$ cat src/rtl/nv_cmd_pkg.sv
package nv_cmd_pkg;
    typedef enum logic [1:0] {
        STEP_IDLE = 2'd0,
        STEP_ONE  = 2'd1,
        STEP_TWO  = 2'd2
    } step_e;

    localparam int NUM_OPS  = 3;
    localparam int OP_STORE = 0;
    localparam int OP_ARM   = 1;
    localparam int OP_DISARM = 2;
endpackage

$ cat src/rtl/nv_cmd_match.sv
module nv_cmd_match #(
    parameter int ADDR_W = 9,
    parameter int DATA_W = 8,
    parameter int N_OPS  = 3,
    parameter logic [ADDR_W-1:0] KEY_A1 = 9'h155,
    parameter logic [DATA_W-1:0] KEY_D1 = 8'hAA,
    parameter logic [ADDR_W-1:0] KEY_A2 = 9'h0AA,
    parameter logic [DATA_W-1:0] KEY_D2 = 8'h55,
    parameter logic [N_OPS*DATA_W-1:0] OP_CODES = 24'hCD_CC_33
) (
    input  logic [ADDR_W-1:0] addr,
    input  logic [DATA_W-1:0] data,
    output logic              hit_first,
    output logic              hit_second,
    output logic [N_OPS-1:0]  hit_op
);
    logic op_addr_ok;

    always_comb begin
        hit_first  = (addr == KEY_A1) && (data == KEY_D1);
        hit_second = (addr == KEY_A2) && (data == KEY_D2);
        op_addr_ok = (addr == KEY_A1);
    end

    for (genvar i = 0; i < N_OPS; i++) begin : g_op
        assign hit_op[i] = op_addr_ok && (data == OP_CODES[i*DATA_W +: DATA_W]);
    end
endmodule

$ cat src/rtl/nv_cmd_fsm.sv
module nv_cmd_fsm
    import nv_cmd_pkg::*;
#(
    parameter int N_OPS = 3
) (
    input  logic             clk,
    input  logic             rst_n,
    input  logic             cmd_wr,
    input  logic             ram_wr,
    input  logic             busy,
    input  logic             hit_first,
    input  logic             hit_second,
    input  logic [N_OPS-1:0] hit_op,
    output logic [N_OPS-1:0] op_pulse
);
    typedef struct packed {
        step_e            step;
        logic [N_OPS-1:0] pulse;
    } fsm_s;

    fsm_s st_d, st_q;
    logic take;

    always_comb begin
        st_d       = st_q;
        st_d.pulse = '0;
        take       = cmd_wr && !busy;
        if (take) begin
            unique case (st_q.step)
                STEP_ONE: begin
                    if (hit_second)     st_d.step = STEP_TWO;
                    else if (hit_first) st_d.step = STEP_ONE;
                    else                st_d.step = STEP_IDLE;
                end
                STEP_TWO: begin
                    if (|hit_op) begin
                        st_d.pulse = hit_op;
                        st_d.step  = STEP_IDLE;
                    end else if (hit_first) begin
                        st_d.step = STEP_ONE;
                    end else begin
                        st_d.step = STEP_IDLE;
                    end
                end
                default: begin
                    st_d.step = hit_first ? STEP_ONE : STEP_IDLE;
                end
            endcase
        end else if (ram_wr && !cmd_wr) begin
            st_d.step = STEP_IDLE;
        end
    end

    always_ff @(posedge clk) begin
        if (!rst_n) begin
            st_q.step  <= STEP_IDLE;
            st_q.pulse <= '0;
        end else begin
            st_q <= st_d;
        end
    end

    assign op_pulse = st_q.pulse;
endmodule

$ cat src/rtl/nv_cmd_detect.sv
module nv_cmd_detect
    import nv_cmd_pkg::*;
#(
    parameter int ADDR_W = 9,
    parameter int DATA_W = 8
) (
    input  logic              clk,
    input  logic              rst_n,
    input  logic              cmd_wr,
    input  logic              ram_wr,
    input  logic              busy,
    input  logic [ADDR_W-1:0] addr,
    input  logic [DATA_W-1:0] data,
    output logic              store_go,
    output logic              autostore_arm,
    output logic              autostore_disarm
);
    localparam logic [NUM_OPS*DATA_W-1:0] OPS =
        {DATA_W'(8'hCD), DATA_W'(8'hCC), DATA_W'(8'h33)};

    logic               hit_first;
    logic               hit_second;
    logic [NUM_OPS-1:0] hit_op;
    logic [NUM_OPS-1:0] op_pulse;

    nv_cmd_match #(
        .ADDR_W   (ADDR_W),
        .DATA_W   (DATA_W),
        .N_OPS    (NUM_OPS),
        .KEY_A1   (ADDR_W'(9'h155)),
        .KEY_D1   (DATA_W'(8'hAA)),
        .KEY_A2   (ADDR_W'(9'h0AA)),
        .KEY_D2   (DATA_W'(8'h55)),
        .OP_CODES (OPS)
    ) u_match (
        .addr       (addr),
        .data       (data),
        .hit_first  (hit_first),
        .hit_second (hit_second),
        .hit_op     (hit_op)
    );

    nv_cmd_fsm #(
        .N_OPS (NUM_OPS)
    ) u_fsm (
        .clk        (clk),
        .rst_n      (rst_n),
        .cmd_wr     (cmd_wr),
        .ram_wr     (ram_wr),
        .busy       (busy),
        .hit_first  (hit_first),
        .hit_second (hit_second),
        .hit_op     (hit_op),
        .op_pulse   (op_pulse)
    );

    assign store_go         = op_pulse[OP_STORE];
    assign autostore_arm    = op_pulse[OP_ARM];
    assign autostore_disarm = op_pulse[OP_DISARM];
endmodule

$ cat config.mk
export PLATFORM = sky130hd
export DESIGN_NAME = nv_cmd_detect
export DESIGN_NICKNAME = d
export VERILOG_FILES = /design/src/rtl/nv_cmd_pkg.sv /design/src/rtl/nv_cmd_match.sv /design/src/rtl/nv_cmd_fsm.sv /design/src/rtl/nv_cmd_detect.sv
export SDC_FILE = /design/constraint.sdc
export NUM_CORES = 1
export LEC_CHECK = 0
export ABC_AREA = 1
export CAP_MARGIN = 10
export CELL_PAD_IN_SITES_DETAIL_PLACEMENT = 1
export CELL_PAD_IN_SITES_GLOBAL_PLACEMENT = 1
export CORE_ASPECT_RATIO = 1.5
export CORE_MARGIN = 8
export CORE_UTILIZATION = 22
export CTS_CLUSTER_SIZE = 25
export DETAILED_ROUTE_END_ITERATION = 6
export PLACE_DENSITY = 0.8
export SYNTH_ARGS = -nofsm -noshare
export SYNTH_HDL_FRONTEND = slang
export SYNTH_SLANG_ARGS = --single-unit
$ cat constraint.sdc
create_clock -name clk -period 1.1 [get_ports clk]
set_clock_uncertainty 0.05 [all_clocks]
set_input_delay 0.22 -clock clk [delete_from_list [all_inputs] [get_ports clk]]
set_output_delay 0.22 -clock clk [all_outputs]
set_load 0.02 [all_outputs]
==> Word-level counts from Yosys, hierarchy flattened <==
Index checks and enable logic that the tools add are counted.
W data, S select, Z words.
{ "word_totals": {"ff_bits": 5, "input_bits": 22, "out_inout_bits": 3, "wordCells": 29} }
{ "classes": {"eq_ne": 9, "muxes": 6, "n_reduce_logical": 12} }
{ "op_table": {"columns": ["cell", "count"], "rows": [
  ["$eq A8 B8 Y1 const B", 3],
  ["$eq A9 B8 Y1 const B", 1],
  ["$eq A9 B9 Y1 const B", 1],
  ["$eq A8 B6 Y1 const B", 1],
  ["$eq A8 B7 Y1 const B", 1],
  ["$logic_and A1 B1 Y1", 7],
  ["$mux W2", 3],
  ["$pmux W2 S2", 1],
  ["$reduce_and A4 Y1", 1],
  ["$reduce_or A3 Y1", 1],
  ["$eq A2 B1 Y1 const B", 1],
  ["$eq A2 B2 Y1 const B", 1],
  ["$logic_not A1 Y1", 2],
  ["$mux W1", 2],
  ["$reduce_bool A2 Y1", 1]
]} }

==> Logic depth before layout (Yosys ltp) <==
{ "logic_depth": {"word_depth": 6, "depth_mapped": 9, "ltp_nobuf": 9} }

==> Cells and area by module <==
Synthesis repeated with hierarchy kept, for this count alone.
{ "hier_totals": {"cells_unflattened": 94, "area_unflattened_um2": 501.7} }
{ "modules_own_cells": {"columns": ["module", "n_inst", "cells_each", "area_each_um2", "seq_area_each_um2"], "rows": [
  ["nv_cmd_fsm", 1, 40, 281.5, 100.1],
  ["nv_cmd_match", 1, 54, 220.2, 0.0]
]} }

==> Least setup slack after synthesis <==
No wires, ideal clock.
{ "synth_timing": {"path_type": "flip-flop to flip-flop", "startpoint": "reg u_fsm.st_q[3] in the netlist's numbering", "endpoint": "reg u_fsm.st_q[4] in the netlist's numbering", "setup_time_ns": 0.070, "arrival_time_ns": 1.047, "required_ns": 0.980, "slack_ns": -0.067, "path_stages_with_launch": 6, "path_buffers": 0, "period_less_slack_ns": 1.167, "cell_sequence": "dfxtp_1 > inv_1 > ha_1 > nor3b_1 > nand4_1 > a21oi_1"} }
{ "synth_via": {"elab_chain_len": 3, "word_cells_on_any_way": 4, "cone_classes": "eq/ne: 2; mux: 2"} }
{ "synth_lines": {"columns": ["item", "line_no", "rtl"], "rows": [
  ["from (decl)", "nv_cmd_fsm.sv:21", "fsm_s st_d, st_q;"],
  ["from (signal assigned)", "nv_cmd_fsm.sv:59", "st_q <= st_d;"],
  ["$eq A2 B2 Y1 / $eq A2 B1 Y1 (equally long branches)", "nv_cmd_fsm.sv:29", "unique case (st_q.step)"],
  ["$pmux W2 S2 (*)", "nv_cmd_fsm.sv:29", null],
  ["$mux W2 (*)", "nv_cmd_fsm.sv:28", "if (take) begin"]
]} }
Mark *: on every way between the ends. The rest lies on a longest branch, timed or not.
A chain may end at the register's enable or synchronous reset.

==> Final worst setup path <==
Ends and elaborated chain as after synthesis.

==> results.sh <==
export IMPL_relSlewSlack=0.8636
export IMPL_place_area_um2=787.0
export IMPL_routedWlPerCell_um=11.95
export IMPL_synth_area_um2=470.5
export IMPL_die_area_mm2=0.003904
export IMPL_fin_area_um2=853.3
export IMPL_final_common_cell="dlygate4sd2_1"
export IMPL_antenna_found_initial=0
export IMPL_ff2ff_path_depth=5
export IMPL_worst_path_buf_inv=1
export IMPL_endpoint="u_fsm.st_q[4]$_SDFFE_PN0P_"
export IMPL_critPathKind="reg -> reg"
export IMPL_power_leakage_nw=0.3835
export IMPL_whs_ns=0.4340
export IMPL_internal_power_mw=0.3941
export IMPL_clock_power_share=0.410
export IMPL_totalWireLength_mm=1.577
export IMPL_instances_no_fill=132
export IMPL_outcome="finished with violations"
export IMPL_drv_slew=0
export IMPL_slowest_delay_ns=0.35
export IMPL_post_drt_via_cell_ratio=4.417
export IMPL_critPathCaptureType="flop"
export IMPL_drc=0
export IMPL_chipWidth_um=53.76
export IMPL_synth_seq_cells=5
export IMPL_grt_max_degree=5
export IMPL_port_buffers=24
export IMPL_cp_depth=5
export IMPL_power_per_cell_area_mw_per_mm2=643.0
export IMPL_swShare=0.2818
export IMPL_drive_above_1_share=0.4364
export IMPL_coreArea_mm2=0.002027
export IMPL_finalCriticalPeriod_ns=1.131
export IMPL_violations="negative setup slack"
export IMPL_gp_congestion=0.8357
export IMPL_drtIter0Drc=2
export IMPL_grt_usage=0.09270
export IMPL_rsz0062_at_grt="true"
export IMPL_clkTransAtPathRegs_ns=0.05
export IMPL_dpl_worst_slack_ns=-0.4302
export IMPL_crit_path_start_kind="flop"
export IMPL_die_h_um=72.64
export IMPL_combPwrFrac=0.259
export IMPL_post_synth_cell_area_avg_um2=6.273
export IMPL_grt_pass1_wl_mm=2.863
export IMPL_cts_num_sinks=5
export IMPL_grt_overflow_total=0
export IMPL_htreeDepth=1
export IMPL_worst_pin_slew_ns=0.2041
export IMPL_vias=583
export IMPL_layout_common_cells="18 x dlygate4sd2_1, 12 x nand2_1, 11 x inv_1"
export IMPL_pin_count=25
export IMPL_critPathArrivalTime_ns=1.27
export IMPL_placedCellCount=125
export IMPL_syn_to_final_growth_pct=81.38
export IMPL_synth_cell_types=19
export IMPL_drtAntennaViolNets=0
export IMPL_required_ns=1.24
export IMPL_num_rows=20
export IMPL_finalSetupViolations=2
export IMPL_cts_max_path_buffers=2
export IMPL_cts_root_buf="clkbuf_4"
export IMPL_cts_inserted_buffers=3
export IMPL_tritoncts="yes"
export IMPL_syn_inst=75
export IMPL_dpl_hpwl_mm=1.350
export IMPL_ff2ff_setup_slack_ns=-0.03
export IMPL_initial_core_util=0.2321
export IMPL_peakVddDrop_uv=238.1
export IMPL_power_switching_mw=0.1546
export IMPL_clock_latency_ns=0.25
export IMPL_seq_area_frac_synth=0.2128
export IMPL_yosysWarnings=0
export IMPL_crit_fanout=3
export IMPL_tns_ns=-0.06040
export IMPL_r2r_end="u_fsm.st_q[4]$_SDFFE_PN0P_"
export IMPL_grt_pass1_vias=703
export IMPL_startpoint="u_fsm.st_q[3]$_SDFFE_PN0P_"
export IMPL_synth_fp_nets=99
export IMPL_cp_cell_sequence="inv_2 > ha_4 > nor3b_2 > nand4_1 > a21oi_2"
export IMPL_critPathSlowestCell="dfxtp_2"
export IMPL_max_cap_viol_count=0
export IMPL_fmax_ghz=0.8842
export IMPL_min_path_type="reg -> reg"
export IMPL_finalWorstSetupSlack_ns=-0.03092
export IMPL_crit_reg2reg_launch="u_fsm.st_q[3]$_SDFFE_PN0P_"
export IMPL_seqPwrFrac=0.331
export IMPL_nets=135
export IMPL_drtPass1Iterations=3
export IMPL_diodes=0
export IMPL_finalCritPeriodShare=1.028
export IMPL_hold_viol_final=0
export IMPL_critPathTopFamily="flip-flops"
worst min-delay path by stage:
stage | endpoint | cells past startpoint | slack (ns) | start
floorplan | u_fsm.st_q[4]$_SDFFE_PN0P_ | 2 | 0.35 | rst_n
global placement | u_fsm.st_q[3]$_SDFFE_PN0P_ | 2 | 0.43 | u_fsm.st_q[3]$_SDFFE_PN0P_
detailed placement | u_fsm.st_q[4]$_SDFFE_PN0P_ | 2 | 0.43 | u_fsm.st_q[4]$_SDFFE_PN0P_
CTS | u_fsm.st_q[3]$_SDFFE_PN0P_ | 2 | 0.43 | u_fsm.st_q[3]$_SDFFE_PN0P_
global route | u_fsm.st_q[3]$_SDFFE_PN0P_ | 2 | 0.45 | u_fsm.st_q[3]$_SDFFE_PN0P_
finish | u_fsm.st_q[3]$_SDFFE_PN0P_ | 2 | 0.43 | u_fsm.st_q[3]$_SDFFE_PN0P_
power groups by stage:
stage / Clock (mW) / Combinational (mW) / Sequential, mW
4_1_cts: 0.233 / 0.143 / 0.182
3_3_place_gp: 0 / 0.148 / 0.185
5_1_grt: 0.245 / 0.160 / 0.181
6_report: 0.225 / 0.142 / 0.182
2_1_floorplan: 0 / 0.0467 / 0.185
3_5_place_dp: 0 / 0.153 / 0.185
Yosys cell counts, drive strengths merged:
master,n,area share
ha,2,0.053
a21oi,2,0.021
nor3,5,0.074
nor3b,1,0.016
nand2,17,0.15
dfxtp,5,0.21
nand4,2,0.040
nor2,14,0.15
inv,19,0.15
nand3,6,0.085
nor4,1,0.027
o311ai,1,0.019
kinds of logic after synthesis:
logic type               count (synthesis)  share of synthesized area
AND/OR/NAND/NOR                         46                     0.5425
buffers and inverters                   19                     0.1516
flip-flops                               5                     0.2128
AO/OA/AOI/OAI                            3                    0.03990
adder cells (fa/ha/maj)                  2                    0.05318
sequential cells by signal, indices dropped and copies added (netlist names):
signal and count:
u_fsm.op_pulse 3, u_fsm.st_q 2
stage by stage:
step                      utilization  power (mW)
after floorplan                     -      0.2317
after global routing           0.4210      0.5861
final                          0.4210      0.5487
after detailed placement       0.3883      0.3379
after global placement         0.3883      0.3335
after CTS                      0.4160      0.5573
tightest hold or removal path, delay by kind of cell (launching register included):
family | cells | cell delay, ns
AOI/OAI and AO/OA | 1 | 0.05
and+or+nand+nor | 1 | 0.06
DFF | 1 | 0.33
timing repair:
item | 4_1_cts | 5_1_grt
resized for setup | 42 | 4
gates cloned | 0 | 0
pin swaps | 26 | 5
buffers inserted | 3 | 0
hold buffers | 0 | 0
endpoints found under the setup margin | 8 | 5
layout make-up:
cell class | instances | area [um^2]
fill | 272 | 1174
multi-input combinational | 51 | 357.8
timing repair buffer | 31 | 267.8
sequential | 5 | 102.6
inverter | 19 | 71.32
tap | 22 | 27.53
clock buffer | 4 | 26.28
per-layer routing:
layer,part of all wire,GRT usage,vias up
met5,0,0,-
met3,0.040,0.01020,2
met1,0.38,0.09579,266
li1,-,-,302
met4,0.014,0.04225,0
met2,0.57,0.1721,13
(Power assumes the default switching activity.)
